`config.mk`:
```
export PLATFORM = sky130hd
export DESIGN_NAME = pcm_port
export DESIGN_NICKNAME = d
export VERILOG_FILES = /design/src/rtl/pcm_port_pkg.sv /design/src/rtl/pcm_port_insync.sv /design/src/rtl/pcm_port_linkmon.sv /design/src/rtl/pcm_port_txfr.sv /design/src/rtl/pcm_port_rxfr.sv /design/src/rtl/pcm_port.sv
export SDC_FILE = /design/constraint.sdc
export NUM_CORES = 1
export LEC_CHECK = 0
export BUFFER_PORTS_ARGS = -buffer_cell sky130_fd_sc_hd__buf_2
export CAP_MARGIN = 5
export CORE_ASPECT_RATIO = 0.9
export CORE_MARGIN = 5
export CORE_UTILIZATION = 30
export DETAILED_ROUTE_END_ITERATION = 10
export PLACE_DENSITY = 0.45
export SLEW_MARGIN = 20
export SYNTH_ARGS = -nofsm -noshare
export SYNTH_HDL_FRONTEND = slang
export SYNTH_HIERARCHICAL = 1
export SYNTH_SLANG_ARGS = --single-unit
export TNS_END_PERCENT = 5
```
`constraint.sdc`:
```
create_clock -name clk -period 2.7 [get_ports clk]
set_clock_uncertainty 0.2 [all_clocks]
set_input_delay 0.27 -clock clk [delete_from_list [all_inputs] [get_ports clk]]
set_output_delay 0.27 -clock clk [all_outputs]
set_load 0.05 [all_outputs]
```
`src/rtl/pcm_port_pkg.sv`:
```
package pcm_port_pkg;

    localparam int SAMPLE_W = 14;
    localparam int SLOT_W   = 16;
    localparam int CNT_W    = $clog2(SLOT_W + 1);

    localparam logic [1:0] FMT_LINEAR = 2'b10;

    typedef enum logic { TX_IDLE, TX_SHIFT } tx_state_e;
    typedef enum logic { RX_IDLE, RX_SHIFT } rx_state_e;
    typedef enum logic { MON_DOWN, MON_UP } mon_state_e;

    function automatic logic is_linear(input logic [1:0] fmt);
        return fmt == FMT_LINEAR;
    endfunction

    function automatic logic [CNT_W-1:0] slot_bits(input logic lin);
        return lin ? CNT_W'(SLOT_W) : CNT_W'(8);
    endfunction

endpackage

```
`src/rtl/pcm_port_insync.sv`:
```
module pcm_port_insync #(
    parameter int STAGES = 2,
    parameter int WIDTH  = 3
) (
    input  logic             clk,
    input  logic             rst_n,
    input  logic [WIDTH-1:0] d_i,
    output logic [WIDTH-1:0] q_o
);

    logic [STAGES-1:0][WIDTH-1:0] chain_q;

    always_ff @(posedge clk or negedge rst_n) begin
        if (!rst_n) begin
            chain_q <= '0;
        end else begin
            chain_q[0] <= d_i;
            for (int i = 1; i < STAGES; i++) begin
                chain_q[i] <= chain_q[i-1];
            end
        end
    end

    assign q_o = chain_q[STAGES-1];

endmodule

```
`src/rtl/pcm_port_linkmon.sv`:
```
module pcm_port_linkmon
    import pcm_port_pkg::*;
#(
    parameter int SYNC_LOSS_CYCLES = 6144,
    parameter int BCLK_LOSS_CYCLES = 512
) (
    input  logic clk,
    input  logic rst_n,
    input  logic sync_rise_i,
    input  logic bclk_edge_i,
    output logic link_up_o
);

    localparam int SW = $clog2(SYNC_LOSS_CYCLES + 1);
    localparam int BW = $clog2(BCLK_LOSS_CYCLES + 1);

    mon_state_e     state_q, state_d;
    logic [SW-1:0]  scnt_q;
    logic [BW-1:0]  bcnt_q;
    logic           sync_expired, bclk_expired;

    assign sync_expired = (scnt_q == SW'(SYNC_LOSS_CYCLES - 1)) && !sync_rise_i;
    assign bclk_expired = (bcnt_q == BW'(BCLK_LOSS_CYCLES - 1)) && !bclk_edge_i;

    always_comb begin
        state_d = state_q;
        unique case (state_q)
            MON_DOWN: if (sync_rise_i) state_d = MON_UP;
            MON_UP:   if (sync_expired || bclk_expired) state_d = MON_DOWN;
            default:  state_d = MON_DOWN;
        endcase
    end

    always_ff @(posedge clk or negedge rst_n) begin
        if (!rst_n) state_q <= MON_DOWN;
        else        state_q <= state_d;
    end

    always_ff @(posedge clk or negedge rst_n) begin
        if (!rst_n) begin
            scnt_q <= '0;
            bcnt_q <= '0;
        end else if (state_q == MON_DOWN) begin
            scnt_q <= '0;
            bcnt_q <= '0;
        end else begin
            scnt_q <= sync_rise_i ? '0 : scnt_q + SW'(1);
            bcnt_q <= bclk_edge_i ? '0 : bcnt_q + BW'(1);
        end
    end

    assign link_up_o = (state_q == MON_UP);


    mon_wake_chk: assert property (@(posedge clk) disable iff (!rst_n)
        $rose(link_up_o) |-> $past(sync_rise_i));

endmodule

```
`src/rtl/pcm_port_txfr.sv`:
```
module pcm_port_txfr
    import pcm_port_pkg::*;
(
    input  logic                clk,
    input  logic                rst_n,
    input  logic                active_i,
    input  logic                bclk_rise_i,
    input  logic                frame_start_i,
    input  logic [1:0]          fmt_i,
    input  logic [SAMPLE_W-1:0] tx_sample_i,
    output logic                sdout_o
);

    tx_state_e          state_q, state_d;
    logic [SLOT_W-1:0]  shreg_q;
    logic [CNT_W-1:0]   cnt_q;
    logic               lin_q;
    logic               sdout_q;
    logic [SLOT_W-1:0]  slot_word;

    assign slot_word = is_linear(fmt_i) ? {tx_sample_i[13:0], 2'b11}
                                        : {tx_sample_i[7:0], 8'hFF};

    always_comb begin
        state_d = state_q;
        unique case (state_q)
            TX_IDLE:
                if (active_i && frame_start_i) state_d = TX_SHIFT;
            TX_SHIFT:
                if (!active_i)                 state_d = TX_IDLE;
                else if (frame_start_i)        state_d = TX_SHIFT;
                else if (bclk_rise_i && cnt_q == slot_bits(lin_q))
                                               state_d = TX_IDLE;
            default:                           state_d = TX_IDLE;
        endcase
    end

    always_ff @(posedge clk or negedge rst_n) begin
        if (!rst_n) state_q <= TX_IDLE;
        else        state_q <= state_d;
    end

    always_ff @(posedge clk or negedge rst_n) begin
        if (!rst_n) begin
            sdout_q <= 1'b1;
            shreg_q <= '1;
            cnt_q   <= '0;
            lin_q   <= 1'b0;
        end else if (!active_i) begin
            sdout_q <= 1'b1;
        end else if (frame_start_i) begin
            sdout_q <= slot_word[SLOT_W-1];
            shreg_q <= {slot_word[SLOT_W-2:0], 1'b1};
            cnt_q   <= CNT_W'(1);
            lin_q   <= is_linear(fmt_i);
        end else if (state_q == TX_SHIFT && bclk_rise_i) begin
            if (cnt_q == slot_bits(lin_q)) begin
                sdout_q <= 1'b1;
            end else begin
                sdout_q <= shreg_q[SLOT_W-1];
                shreg_q <= {shreg_q[SLOT_W-2:0], 1'b1};
                cnt_q   <= cnt_q + CNT_W'(1);
            end
        end
    end

    assign sdout_o = sdout_q;


    tx_edge_chk: assert property (@(posedge clk) disable iff (!rst_n)
        (sdout_q != $past(sdout_q)) |-> ($past(bclk_rise_i) || !$past(active_i)));


    tx_idle_high_chk: assert property (@(posedge clk) disable iff (!rst_n)
        !active_i |=> sdout_q);

endmodule

```
`src/rtl/pcm_port_rxfr.sv`:
```
module pcm_port_rxfr
    import pcm_port_pkg::*;
(
    input  logic                clk,
    input  logic                rst_n,
    input  logic                active_i,
    input  logic                bclk_fall_i,
    input  logic                frame_start_i,
    input  logic                sdin_i,
    input  logic [1:0]          fmt_i,
    output logic [SAMPLE_W-1:0] rx_sample_o,
    output logic                rx_valid_o
);

    rx_state_e            state_q, state_d;
    logic [SLOT_W-2:0]    acc_q;
    logic [CNT_W-1:0]     cnt_q;
    logic                 lin_q;
    logic [SAMPLE_W-1:0]  sample_q;
    logic                 valid_q;
    logic                 last_bit;

    assign last_bit = (cnt_q == slot_bits(lin_q) - CNT_W'(1));

    always_comb begin
        state_d = state_q;
        unique case (state_q)
            RX_IDLE:
                if (active_i && frame_start_i) state_d = RX_SHIFT;
            RX_SHIFT:
                if (!active_i)                 state_d = RX_IDLE;
                else if (frame_start_i)        state_d = RX_SHIFT;
                else if (bclk_fall_i && last_bit) state_d = RX_IDLE;
            default:                           state_d = RX_IDLE;
        endcase
    end

    always_ff @(posedge clk or negedge rst_n) begin
        if (!rst_n) state_q <= RX_IDLE;
        else        state_q <= state_d;
    end

    always_ff @(posedge clk or negedge rst_n) begin
        if (!rst_n) begin
            acc_q    <= '0;
            cnt_q    <= '0;
            lin_q    <= 1'b0;
            sample_q <= '0;
            valid_q  <= 1'b0;
        end else begin
            valid_q <= 1'b0;
            if (active_i && frame_start_i) begin
                acc_q <= '0;
                cnt_q <= '0;
                lin_q <= is_linear(fmt_i);
            end else if (active_i && state_q == RX_SHIFT && bclk_fall_i) begin
                acc_q <= {acc_q[SLOT_W-3:0], sdin_i};
                cnt_q <= cnt_q + CNT_W'(1);
                if (last_bit) begin
                    valid_q  <= 1'b1;
                    sample_q <= lin_q ? acc_q[SLOT_W-2:1]
                                      : {6'd0, acc_q[6:0], sdin_i};
                end
            end
        end
    end

    assign rx_sample_o = sample_q;
    assign rx_valid_o  = valid_q;


    rx_pulse_chk: assert property (@(posedge clk) disable iff (!rst_n)
        valid_q |=> !valid_q);


    rx_fall_chk: assert property (@(posedge clk) disable iff (!rst_n)
        valid_q |-> $past(bclk_fall_i));


    rx_narrow_chk: assert property (@(posedge clk) disable iff (!rst_n)
        (valid_q && !lin_q) |-> (sample_q[SAMPLE_W-1:8] == '0));

endmodule

```
`src/rtl/pcm_port.sv`:
```
module pcm_port
    import pcm_port_pkg::*;
#(
    parameter int SYNC_STAGES      = 2,
    parameter int SYNC_LOSS_CYCLES = 6144,
    parameter int BCLK_LOSS_CYCLES = 512
) (
    input  logic                clk,
    input  logic                rst_n,
    input  logic                pcm_bclk_i,
    input  logic                pcm_fsync_i,
    input  logic                pcm_sdin_i,
    output logic                pcm_sdout_o,
    input  logic [1:0]          fmt_i,
    input  logic                pdn_i,
    input  logic [SAMPLE_W-1:0] tx_sample_i,
    output logic [SAMPLE_W-1:0] rx_sample_o,
    output logic                rx_valid_o,
    output logic                pwrdn_o
);

    logic [2:0] line_s;
    logic [1:0] line_prev_q;
    logic       bclk_s, fsync_s, sdin_s;
    logic       bclk_rise, bclk_fall, bclk_edge, sync_rise, frame_start;
    logic       link_up, active;

    pcm_port_insync #(.STAGES(SYNC_STAGES), .WIDTH(3)) u_sync (
        .clk   (clk),
        .rst_n (rst_n),
        .d_i   ({pcm_sdin_i, pcm_fsync_i, pcm_bclk_i}),
        .q_o   (line_s)
    );

    assign bclk_s  = line_s[0];
    assign fsync_s = line_s[1];
    assign sdin_s  = line_s[2];

    always_ff @(posedge clk or negedge rst_n) begin
        if (!rst_n) line_prev_q <= '0;
        else        line_prev_q <= {fsync_s, bclk_s};
    end

    assign bclk_rise   =  bclk_s & ~line_prev_q[0];
    assign bclk_fall   = ~bclk_s &  line_prev_q[0];
    assign bclk_edge   =  bclk_s ^  line_prev_q[0];
    assign sync_rise   =  fsync_s & ~line_prev_q[1];
    assign frame_start =  bclk_rise & fsync_s;

    pcm_port_linkmon #(
        .SYNC_LOSS_CYCLES (SYNC_LOSS_CYCLES),
        .BCLK_LOSS_CYCLES (BCLK_LOSS_CYCLES)
    ) u_mon (
        .clk         (clk),
        .rst_n       (rst_n),
        .sync_rise_i (sync_rise),
        .bclk_edge_i (bclk_edge),
        .link_up_o   (link_up)
    );

    assign active  = link_up & ~pdn_i;
    assign pwrdn_o = ~link_up | pdn_i;

    pcm_port_txfr u_tx (
        .clk           (clk),
        .rst_n         (rst_n),
        .active_i      (active),
        .bclk_rise_i   (bclk_rise),
        .frame_start_i (frame_start),
        .fmt_i         (fmt_i),
        .tx_sample_i   (tx_sample_i),
        .sdout_o       (pcm_sdout_o)
    );

    pcm_port_rxfr u_rx (
        .clk           (clk),
        .rst_n         (rst_n),
        .active_i      (active),
        .bclk_fall_i   (bclk_fall),
        .frame_start_i (frame_start),
        .sdin_i        (sdin_s),
        .fmt_i         (fmt_i),
        .rx_sample_o   (rx_sample_o),
        .rx_valid_o    (rx_valid_o)
    );

endmodule

```
======== Word level (Yosys, flattened, before mapping) ========
Cells that the tools add are included.
word-level totals
  memories kept ........................... 0
  latch bits .............................. 0
  output and inout bits ................... 17
  RAM bits ................................ 0
  input port bits ......................... 22
  flip-flop bits (word level) ............. 93
  ROM bits ................................ 0
operators by class
  magnitude comparators ................... 0
  bitwise gates (word level) .............. 15
  muxes and demuxes ....................... 37
  multiply operators ...................... 0
  add/sub/neg operators ................... 5
  shifts and indexed selects .............. 0
  div/mod/pow operators ................... 0
  reduce and logical (&&, ||, !) cells .... 16
  eq/ne operators ......................... 7
operators with widths
  cell                                                                count
  16-bit two-way mux                                                  4
  5-bit two-way mux                                                   7
  15-bit two-way mux                                                  2
  13-bit two-way mux                                                  2
  10-bit two-way mux                                                  2
  1-bit two-way mux                                                   16
  14-bit two-way mux                                                  1
  13-bit by 1-bit adder with 13-bit output, second input constant     1
  13-bit == test, second input constant                               1
  10-bit by 1-bit adder with 10-bit output, second input constant     1
  5-bit by 1-bit adder with 5-bit output, second input constant       2
  10-bit by 9-bit == test with 1-bit output, second input constant    1
  5-bit == test                                                       2
  1-bit logical AND                                                   8
  1-bit NOT                                                           8
  1-bit one-hot mux with 2 select lines                               3
  3-bit AND reduction                                                 2
  1-bit bitwise AND                                                   5
  5-bit by 1-bit subtractor with 5-bit output, second input constant  1
  2-bit nonzero test                                                  2
  3-bit by 1-bit != test with 1-bit output, second input constant     1
  2-bit == test, second input constant                                1
  1-bit zero test                                                     2
  2-bit by 1-bit != test with 1-bit output, second input constant     1
  other kinds (4)                                                     4

======== Depth between registers and ports, before layout ========
Gate-level depths: netlist of the first run.
  depth after elaboration ................. 8
  depth in mapped cells ................... 9

======== Modules after synthesis ========
The synthesis of the first run kept the hierarchy.
by module, submodules not included
  module            instances  cells each  seq. area each (um2)  area each (um2)
  pcm_port_rxfr     1          110         925.9                 1549.0
  pcm_port_txfr     1          121         543.0                 1208.7
  pcm_port_linkmon  1          114         600.6                 1162.4
  pcm_port_insync   1          9           150.1                 172.7
  pcm_port          1          11          50.0                  111.4

======== Worst setup path before layout of the first run ========
No wires, ideal clock.
  path kind ............................... reg2reg
  from .................................... register u_sync.chain_q, in the netlist u_sync/q_o[0]
  to ...................................... register u_tx.cnt_q[3]
  period minus slack after synthesis ...... 2.100 ns
  data arrival time ....................... 1.774 ns
  path slack .............................. 0.600 ns
  path buffers ............................ 2
  cell stages (with the launch flop) ...... 9
  setup time .............................. 0.126 ns
  required time ........................... 2.374 ns
  path through ............................ dfrtp_1 buf_4 ha_1 and2_1 buf_2 a21oi_1 nand2b_2 or2_1 a221o_1
between the ends
  cells in the longest elaborated chain, start to end .. 4
ends and longest elaborated chain
  item                                                                                      line                   text
  from (decl)                                                                               pcm_port_insync.sv:11  logic [STAGES-1:0][WIDTH-1:0] chain_q;
  from (signal, indexed assignment)                                                         pcm_port_insync.sv:19  chain_q[i] <= chain_q[i-1];
  1-bit bitwise AND (*)                                                                     pcm_port.sv:44         assign bclk_rise = bclk_s & ~line_prev_q[0];
  named net bclk_rise                                                                       pcm_port.sv:25         logic bclk_rise, bclk_fall, bclk_edge, sync_rise, frame_start;
  1-bit bitwise AND (*)                                                                     pcm_port.sv:48         assign frame_start = bclk_rise & fsync_s;
  named net frame_start                                                                     pcm_port.sv:25
  2-bit by 1-bit != test with 1-bit output (no line) or 2-bit nonzero test (tied branches)  n/a
  3-bit AND reduction (no line)                                                             n/a
  to (signal assigned)                                                                      pcm_port_txfr.sv:62    cnt_q <= cnt_q + CNT_W'(1);
  to (decl)                                                                                 pcm_port_txfr.sv:16    logic [CNT_W-1:0] cnt_q;
Mark *: on every way through the listed nets, which the timed path passes. The rest lies on a longest branch.
A chain may end at the register's enable or synchronous reset.

======== Worst setup path in the final report of the first run ========
  from .................................... register u_sync.chain_q, in the netlist u_sync/q_o[0]
  to ...................................... register u_tx.cnt_q[1]
The elaborated chain is that of the path after synthesis.

==> metrics.yaml, run 1 <==
outcome: "completed"
grt_pass1_vias: 2868
fp.dieArea_sq_um: 16480
cp.arrival_ps: 2370
synth_top_area_share: 0.4524
syn_area_per_cell_sq_um: 11.52
rsz0062_at_grt: "false"
peakVddDrop_mv: 0.3125
synth_mux_area_frac: 0.09018
fp.dieW_um: 134.8
grt_pass1_wl_um: 14410
synth_edf_count: 0
synth-xor-area-share: 0.01458
drt_wl_total_um: 8366
mostFrequentLayoutCell: "dfrtp_1"
drtIter0Drc: 107
r2r_cells: 7
cts_max_path_buffers: 2
io_pins: 39
h-tree-depth: 3
synth_top_family_by_area: "simple AND/OR/NAND/NOR gates"
layout.nets: 438
clkSlewWorstSetupHoldPaths_ps: 70
hold_violations: 0
postRouteAntennaNets: 0
final_cell_mix: "dfrtp_1, buf_2, a21oi_1, mux2_2, nor2_1"
final_max_slew_viol_count: 0
diodes: 0
cp-end-kind: "register"
syn_inst: 365
area_growth_syn_to_layout_pct: 18.21
finalSetupTns_ps: 0
synthSimpleGateAreaFrac: 0.1488
place_ws_ps: 386.3
yosysTopAreaCell: "dfrtp_1"
async_flop_share: 1.000
synthAdderAreaFrac: 0.02083
n_fill_cell: 1399
p_leak_nw: 2.239
place_congestion: 0.7180
core_sq_um: 13900
cts_tree: "yes"
fin_ws_ps: 349.2
power.total_mw: 3.474
tightestPinTransition_ps: 765.7
vias: 2859
drive_above_1_share: 0.2754
cts-root-buf: "clkbuf_16"
fin_crit_ps: 2351
antenna_found_initial: 0
relSlewSlack: 0.4895
grt_max_degree: 58
yosysSeqAreaShare: 0.5399
row_count: 41
maxCapViolCount: 0
clock_insertion_delay_worst_skew_ps: 340
fp.dieH_um: 122.3
remaining_drc_errors: 0
hpwlAfterDp_um: 5618
vias_per_cell: 4.710
ys_ff_latch: 90
numCtsBuffers: 9
worst-endpoint-required_ps: 2720
yosys-top-cells-area: "dfrtp_1, dfstp_2, mux2_2"
worstPathMaxFanout: 13
start_util: 0.3024
synth_fp_nets: 394
synth_flop_cell: "dfrtp_1"
dr.pass1.iters: 4
critPathLaunchType: "register"
pwr_density_cell_nw_per_um2: 699.1
setup-violations-final: 0
timing.fmax_ghz: 0.4254
min_path_type: "in -> reg"
critPathKind: "reg -> reg"
wl_per_cell_um: 13.78
gr-total-overflow: 0
synth-compound-area-share: 0.1470
ys_warn_count: 6
syn_area_sq_um: 4204
synth.distinct_cells: 55
clock_sinks: 90
port_buffers: 38
finalCritPeriodShare: 0.8706
grt_usage: 0.1091
min_path_cells: 3
final_core_util: 0.3575
r2r_setup_slack_ps: 350
power by group:
part,total [mW],switching (mW),internal (mW)
Sequential,1.68,0.121,1.56
Combinational,0.435,0.230,0.205
Clock,1.36,0.542,0.818
cells in the mapped netlist, types with 5 or more instances:
library cell   n
dfrtp_1       76
or4_1          5
mux2i_1       12
nand2_1       14
nand2b_1      10
o21a_1         5
o21ai_1        7
buf_2          5
ha_1           7
nor2_1        19
a21oi_1       23
nor2b_1        6
mux2_2        23
a22o_1        17
o31ai_1        5
dfstp_2       14
a22o_2         5
nand3_1       12
o21ai_0       17
inv_1         13
or3_1          6
kinds of logic (layout without fill, tap and decap cells):
family,Yosys count,after routing
AND/OR/NAND/NOR,102,102
flip-flops,90,90
adder cells (fa/ha/maj),7,7
XOR/XNOR,7,7
AO/OA/AOI/OAI,93,93
multiplexers,35,35
buffers and inverters,31,80
metal layers:
metal	wire length (um)	global-route usage
met5	0	0
met4	59	0.02735
met3	265	0.04016
met2	3738	0.1638
met1	4303	0.1500
registers in the layout, indices dropped and copies added, names as in the netlist:
register and cells:
u_tx/state_q 1, u_mon/link_up_o 1, u_rx/lin_q 1, u_sync/q_o 3
u_tx/lin_q 1, u_rx/rx_valid_o 1, u_tx/shreg_q 13, u_mon/bcnt_q 10
u_mon/scnt_q 13, line_prev_q 2, u_sync/chain_q 3, u_tx/cnt_q 5
u_rx/state_q 1, u_rx/cnt_q 5, u_tx/sdout_o 1, u_rx/rx_sample_o 14
u_rx/acc_q 15
through the flow:
| step | instance area [sq um] | hold WS, ps | instances |
|---|---|---|---|
| global route | 4970 | 37.09 | 607 |
| floorplan | 4204 | -225.6 | 365 |
| detailed placement | 4596 | 75.41 | 586 |
| global placement | 4596 | 65.83 | 586 |
| finish | 4970 | 23.38 | 607 |
| CTS | 4970 | 12.44 | 607 |
final cells by class:
class / count / area, sq um / area share
Sequential cell: 90 / 2270 / 0.4567
Multi-Input combinational cell: 244 / 1772 / 0.3565
Timing Repair Buffer: 50 / 307.8 / 0.06193
Tap cell: 193 / 241.5 / 0.04859
Clock buffer: 9 / 225.2 / 0.04532
Clock inverter: 7 / 98.84 / 0.01989
Inverter: 14 / 55.05 / 0.01108
worst paths after layout:
check | endpoint | start
worst min register to register | u_sync/q_o[2] | u_sync/chain_q[2]
worst min-delay path | u_rx/lin_q | fmt_i[0]
worst max-delay path | u_tx/cnt_q[1] | u_sync/q_o[0]
max in group asynchronous | u_tx/shreg_q[12] | rst_n
min in group asynchronous | u_mon/scnt_q[8] | rst_n
worst max register to register | u_tx/cnt_q[1] | u_sync/q_o[0]
critical path, cell delays in order, from the launching register on:
cell and delay [ps]:
dfrtp_1 400, ha_1 230, and2_1 240, a21oi_1 240, nand2b_2 360, or2_1 290
buf_4 190, o21ai_1 70
repair_timing:
item	in CTS	in global routing
resized for setup	0	0
setup buffers	0	0
endpoints found under the hold margin	34	0
hold buffers	5	0
Note: power is estimated with default switching activity, not from simulation.
==> run 2, diff against run 1 <==
- RECOVER_POWER: default -> 25
- SETUP_SLACK_MARGIN: default -> 0.5
==> metrics.yaml, run 2 (synthesis results as in run 1) <==
outcome: "completed"
cts_max_path_buffers: 2  # unchanged
cts-root-buf: "clkbuf_16"
largest_reg_flops: 15  # unchanged
rsz0062_at_grt: "true"
fp.dieArea_sq_um: 16480  # unchanged
h-tree-depth: 3  # unchanged
finalCritPeriodShare: 0.7978  # -0.07283
busiest_layer: "met2"
diodes: 0  # unchanged
place_congestion: 0.7180  # unchanged
clock_insertion_delay_worst_skew_ps: 340  # about the same
maxCapViolCount: 0  # unchanged
vias: 2874  # +0.52%
gr-usage-met1: 0.1495  # -0.0005191
timing.fmax_ghz: 0.4642  # +9.1%
cp.arrival_ps: 2180  # -190 ps
row_count: 41  # unchanged
hold_ws_ps: 24.37  # +0.9883 ps
dp_cells: 586  # unchanged
worst-endpoint-required_ps: 2720  # about the same
drive_above_1_share: 0.2888  # +0.01342
grt_max_degree: 58  # unchanged
crit_slowest_cell: "dfrtp_1"
antenna_found_initial: 0  # unchanged
crit_family: "simple AND/OR/NAND/NOR gates"
fin_crit_ps: 2154  # -196.6 ps
core_sq_um: 13900  # unchanged
met2_usage: 0.1650  # +0.001250
hpwlAfterDp_um: 5618  # unchanged
p_leak_nw: 2.282  # +1.9%
io_pins: 39  # unchanged
finalSetupTns_ps: 0  # unchanged
n_fill_cell: 1399  # unchanged
port_buffers: 38  # unchanged
critPathKind: "reg -> reg"
tightestPinTransition_ps: 924.0  # +158.3 ps
gr-total-overflow: 0  # unchanged
gr-usage-met3: 0.04016  # unchanged
postRouteAntennaNets: 0  # unchanged
drt_wl_total_um: 8494  # +1.5%
area_growth_syn_to_layout_pct: 19.73
critPathBufInv: 1  # unchanged
grt_pass1_vias: 2878  # +0.35%
relSlewSlack: 0.3840  # -0.1055
worstPathMaxFanout: 8  # -5
max_flop_register: "u_rx/acc_q"
pwr_density_cell_nw_per_um2: 691.6  # -1.1%
setup-violations-final: 0  # unchanged
grt_usage: 0.1093  # +0.0001756
dr.pass1.iters: 4  # unchanged
crit_chain: "ha_1 -> and2_2 -> and4b_4 -> nand3_4 -> inv_4 -> mux2_2"
wl_per_cell_um: 13.88  # +0.70%
layout.cells.non_filler: 612  # +0.82%
grt_pass1_wl_um: 14440  # +0.19%
vias_per_cell: 4.696  # -0.30%
cp-end-kind: "register"
final_max_slew_viol_count: 0  # unchanged
critPathLaunchType: "register"
clkSlewWorstSetupHoldPaths_ps: 70  # about the same
remaining_drc_errors: 0  # unchanged
final_cell_mix: "dfrtp_1, buf_2, a21oi_1, mux2_2, nor2_1"
peakVddDrop_mv: 0.3039  # -2.8%
slowest_delay_ps: 400  # about the same
r2r_setup_slack_ps: 550  # +200 ps
numCtsBuffers: 9  # unchanged
cts_tree: "yes"
fp.dieH_um: 122.3  # unchanged
min_path_type: "in -> reg"
clock_sinks: 90  # unchanged
fp.dieW_um: 134.8  # unchanged
start_util: 0.3024  # unchanged
layout.nets: 443  # +1.1%
mostFrequentLayoutCell: "dfrtp_1"
drtIter0Drc: 91  # -15%
hold_violations: 0  # unchanged
run 2: stage by stage:
stage | setup WS [ps] | total power, mW | utilization | instance area, sq um
detailed placement | 386.3 | 2.144 | 0.3306 | 4596
finish | 545.9 | 3.481 | 0.3621 | 5034
CTS | 488.6 | 3.543 | 0.3580 | 4977
floorplan | 599.8 | 1.996 | - | 4204
global route | 483.6 | 3.683 | 0.3621 | 5034
global placement | 452.3 | 2.140 | 0.3306 | 4596
run 2: cell type report:
cell class,instances,area (sq um),area share
clock buffers,9,225.2,0.04474
clock inverters,7,98.84,0.01964
inverters,14,60.06,0.01193
multi-input cells,244,1780,0.3537
flip-flops and latches,90,2270,0.4509
well taps,193,241.5,0.04797
repair buffers,54,351.6,0.06985
repair inverters,1,6.256,0.001243
run 2: final timing paths:
kind	from	end	cells after the start
setup / recovery	u_sync/q_o[0]	u_rx/rx_sample_o[7]	6
hold / removal	fmt_i[0]	u_rx/lin_q	3
hold reg to reg	u_sync/chain_q[2]	u_sync/q_o[2]	0
setup reg to reg	u_sync/q_o[0]	u_rx/rx_sample_o[7]	6
max in group asynchronous	rst_n	u_tx/shreg_q[12]	3
min in group asynchronous	rst_n	u_mon/scnt_q[8]	2
run 2: metal layers:
metal,up-vias,part of all wire
met5,-,0
met4,0,0.0068
met3,5,0.033
met2,43,0.45
met1,1404,0.51
li1,1422,-
run 2: power breakdown:
part | total (mW) | switching (mW) | internal [mW] | leakage (nW)
Clock | 1.36 | 0.544 | 0.818 | 0.156
Sequential | 1.68 | 0.121 | 1.56 | 1.15
Combinational | 0.440 | 0.231 | 0.209 | 0.973
run 2: tightest hold or removal path: stages:
cell	delay [ps]
buf_2	80
nand3b_1	90
o21ai_0	70
run 2: what timing repair did:
action,CTS,global route
gates cloned,0,1
buffers inserted,0,4
endpoints found under the setup margin,15,27
hold buffers,5,0
gates resized for setup,2,4
endpoints found under the hold margin,34,0
==> run 3, diff against run 2 <==
- ABC_AREA: default -> 1
- PLACE_DENSITY: 0.45 -> 0.46
- clock period: 2.7 -> 1.7 ns (I/O delays scaled with it)
==> metrics.yaml, run 3 <==
outcome: "finished with violations"
violations: "hold timing"
gr-total-overflow: 0  # unchanged
cts-root-buf: "clkbuf_16"
crit_start: "u_sync/q_o[0]"
diodes: 0  # unchanged
seq_area_sq_um: 2275  # +0.22%
yosysTopAreaCell: "dfrtp_1"
pwr_density_cell_nw_per_um2: 940.3  # +36%
clkSlewWorstSetupHoldPaths_ps: 70  # about the same
cts_tree: "yes"
io_pins: 39  # unchanged
finalCritPeriodShare: 0.9875  # +0.1897
drtIter0Drc: 175  # +92%
grt_pass1_wl_um: 17430  # +21%
ys_ff_latch: 90  # unchanged
yosys-top-cells-count: "nand2_1, dfrtp_1, inv_1, nor2_1, nand3_1"
postRouteAntennaNets: 0  # unchanged
row_count: 41  # unchanged
mostFrequentLayoutCell: "nand2_1"
peakVddDrop_mv: 0.6081  # +100%
synth.distinct_cells: 33  # -40%
port_buffers: 38  # unchanged
r2r_cells: 8  # +2
vias_per_cell: 4.376  # -6.8%
min_path_type: "in -> reg"
dr.pass1.iters: 4  # unchanged
p_leak_nw: 2.791  # +22%
fin_crit_ps: 1679  # -475.3 ps
final_max_slew_viol_count: 0  # unchanged
synth_most_common_cell: "nand2_1"
numCtsBuffers: 9  # unchanged
fp.dieH_um: 124.6  # +1.9%
yosysSeqAreaShare: 0.5187  # -0.02115
grt_max_degree: 35  # -40%
hold_violations: 1  # +1
cp-endpoint: "u_rx/rx_sample_o[7]"
clock_sinks: 90  # unchanged
fp.dieArea_sq_um: 17100  # +3.8%
core_sq_um: 14160  # +1.8%
n_fill_cell: 1416  # +1.2%
max_flop_register: "u_rx/acc_q"
grt_usage: 0.1264  # +0.01709
final_area_sq_um: 5968  # +19%
vias: 3518  # +22%
ys_warn_count: 6  # unchanged
timing.fmax_ghz: 0.5957  # +28%
syn_area_per_cell_sq_um: 8.366  # -27%
setup-violations-final: 0  # unchanged
synth_flop_cell: "dfrtp_1"
placed_cell_area_sq_um: 4985  # +8.5%
fp.dieW_um: 137.3  # +1.9%
multi_input_area_sq_um: 2115  # +19%
wl_per_cell_um: 12.49  # -10%
h-tree-depth: 3  # unchanged
layout.nets: 635  # +43%
final_cell_mix: "nand2_1, dfrtp_1, inv_1, nor2_1, nand3_1"
place_congestion: 0.7623  # +6.2%
cts_max_path_buffers: 2  # unchanged
grt_pass1_vias: 3547  # +23%
r2r_setup_slack_ps: 20  # -520 ps
tightestPinTransition_ps: 878.4  # -45.64 ps
cp-end-kind: "register"
hold_ws_ps: -28.14  # -52.50 ps
relSlewSlack: 0.4144  # +0.03043
antenna_found_initial: 0  # unchanged
clock_insertion_delay_worst_skew_ps: 350  # about the same
critPathLaunchType: "register"
r2r_end: "u_rx/rx_sample_o[7]"
cp.arrival_ps: 1760  # -420 ps
fin_ws_ps: 21.17  # -524.7 ps
critPathKind: "reg -> reg"
synth_top_area_share: 0.4347  # -0.01772
remaining_drc_errors: 0  # unchanged
synth_fp_nets: 552  # +40%
synth_edf_count: 0  # unchanged
maxCapViolCount: 0  # unchanged
yosys-top-cells-area: "dfrtp_1, nand2_1, dfstp_2"
syn_area_sq_um: 4375  # +4.1%
place_ws_ps: -32.92  # -419.2 ps
area_growth_syn_to_layout_pct: 36.40
worst-endpoint-required_ps: 1790  # -930 ps
hpwlAfterDp_um: 7033  # +25%
worstPathMaxFanout: 8  # unchanged
rsz0062_at_grt: "true"
drive_above_1_share: 0.3421  # +0.05328
largest_reg_flops: 15  # unchanged
drt_wl_total_um: 10040  # +18%
timing.rr.start: "u_sync/q_o[0]"
syn_inst: 523  # +43%
async_flop_share: 1.000  # unchanged
start_util: 0.3090  # +0.006628
## run 3: changes by cell type after synthesis, moves of 15 or more
| cell | previous run | this run |
|---|---|---|
| a22o_1 | 17 | 0 |
| inv_1 | 13 | 60 |
| nor2_1 | 19 | 50 |
| o22ai_1 | 4 | 19 |
| nand3_1 | 12 | 35 |
| mux2_2 | 23 | 0 |
| nand2_1 | 14 | 161 |
## run 3: final cells by class
class / instances / area share
tap: 193 / 0.04046
timing repair buffer: 87 / 0.1340
clock buffer: 11 / 0.04067
multi-input combinational: 354 / 0.3543
sequential: 90 / 0.3811
inverter: 64 / 0.04319
clock inverter: 5 / 0.006289
## run 3: worst min path at each step
stage	from	end	slack (ps)	depth (start not counted)
final	pdn_i	u_tx/sdout_o	-30	5
after global routing	pdn_i	u_tx/sdout_o	30	5
after CTS	pdn_i	u_tx/sdout_o	-40	5
after detailed placement	rst_n	u_sync/chain_q[2]	-30	1
after global placement	rst_n	u_sync/chain_q[2]	-30	1
after floorplan	rst_n	line_prev_q[0]	-330	0
## run 3: power breakdown
| part | internal (mW) | total (mW) | switching, mW |
|---|---|---|---|
| logic | 0.487 | 1.01 | 0.524 |
| registers | 2.46 | 2.71 | 0.254 |
| clock network | 1.04 | 1.89 | 0.854 |
| total | 3.98 | 5.61 | 1.63 |
## run 3: logic make-up after synthesis
| logic type | share of synthesized area |
|---|---|
| AO/OA/AOI/OAI | 0.09408 |
| XOR/XNOR | 0.006006 |
| adder cells (fa/ha/maj) | 0.02002 |
| buffers and inverters | 0.08293 |
| flip-flops | 0.5187 |
| AND/OR/NAND/NOR | 0.2782 |
## run 3: worst max-delay path, cell delays in order, from the launching register on
cell	delay [ps]
dfrtp_2	440
ha_4	180
nand2_4	70
inv_6	50
buf_6	120
nor2_8	180
buf_6	160
nand3_1	130
nand2_1	100
## run 3: repair_timing
action | CTS | global route
cloned | 1 | 0
endpoints found under the setup margin | 97 | 103
hold buffers | 15 | 0
buffers inserted | 4 | 2
hold endpoints to repair | 99 | 0
resized for setup | 104 | 49
pin swaps | 54 | 21
## run 3: through the flow
step,hold slack (ps),power [mW],utilization,instances,TNS (ps)
after floorplan,-325.6,3.225,-,523,0
after global placement,-26.71,3.477,0.3521,766,0
after detailed placement,-31.65,3.490,0.3521,766,-245.6
after CTS,-36.36,5.572,0.4090,802,-5.947
after global routing,25.12,5.954,0.4215,804,-1078
final,-28.14,5.612,0.4215,804,0
## run 3: routing by layer
layer | track usage | vias to the layer above | routed length [um]
met1 | 0.1821 | 1640 | 5185
li1 | - | 1825 | -
met4 | 0.04049 | 0 | 146
met3 | 0.03635 | 12 | 365
met2 | 0.1817 | 41 | 4343
met5 | 0 | - | 0
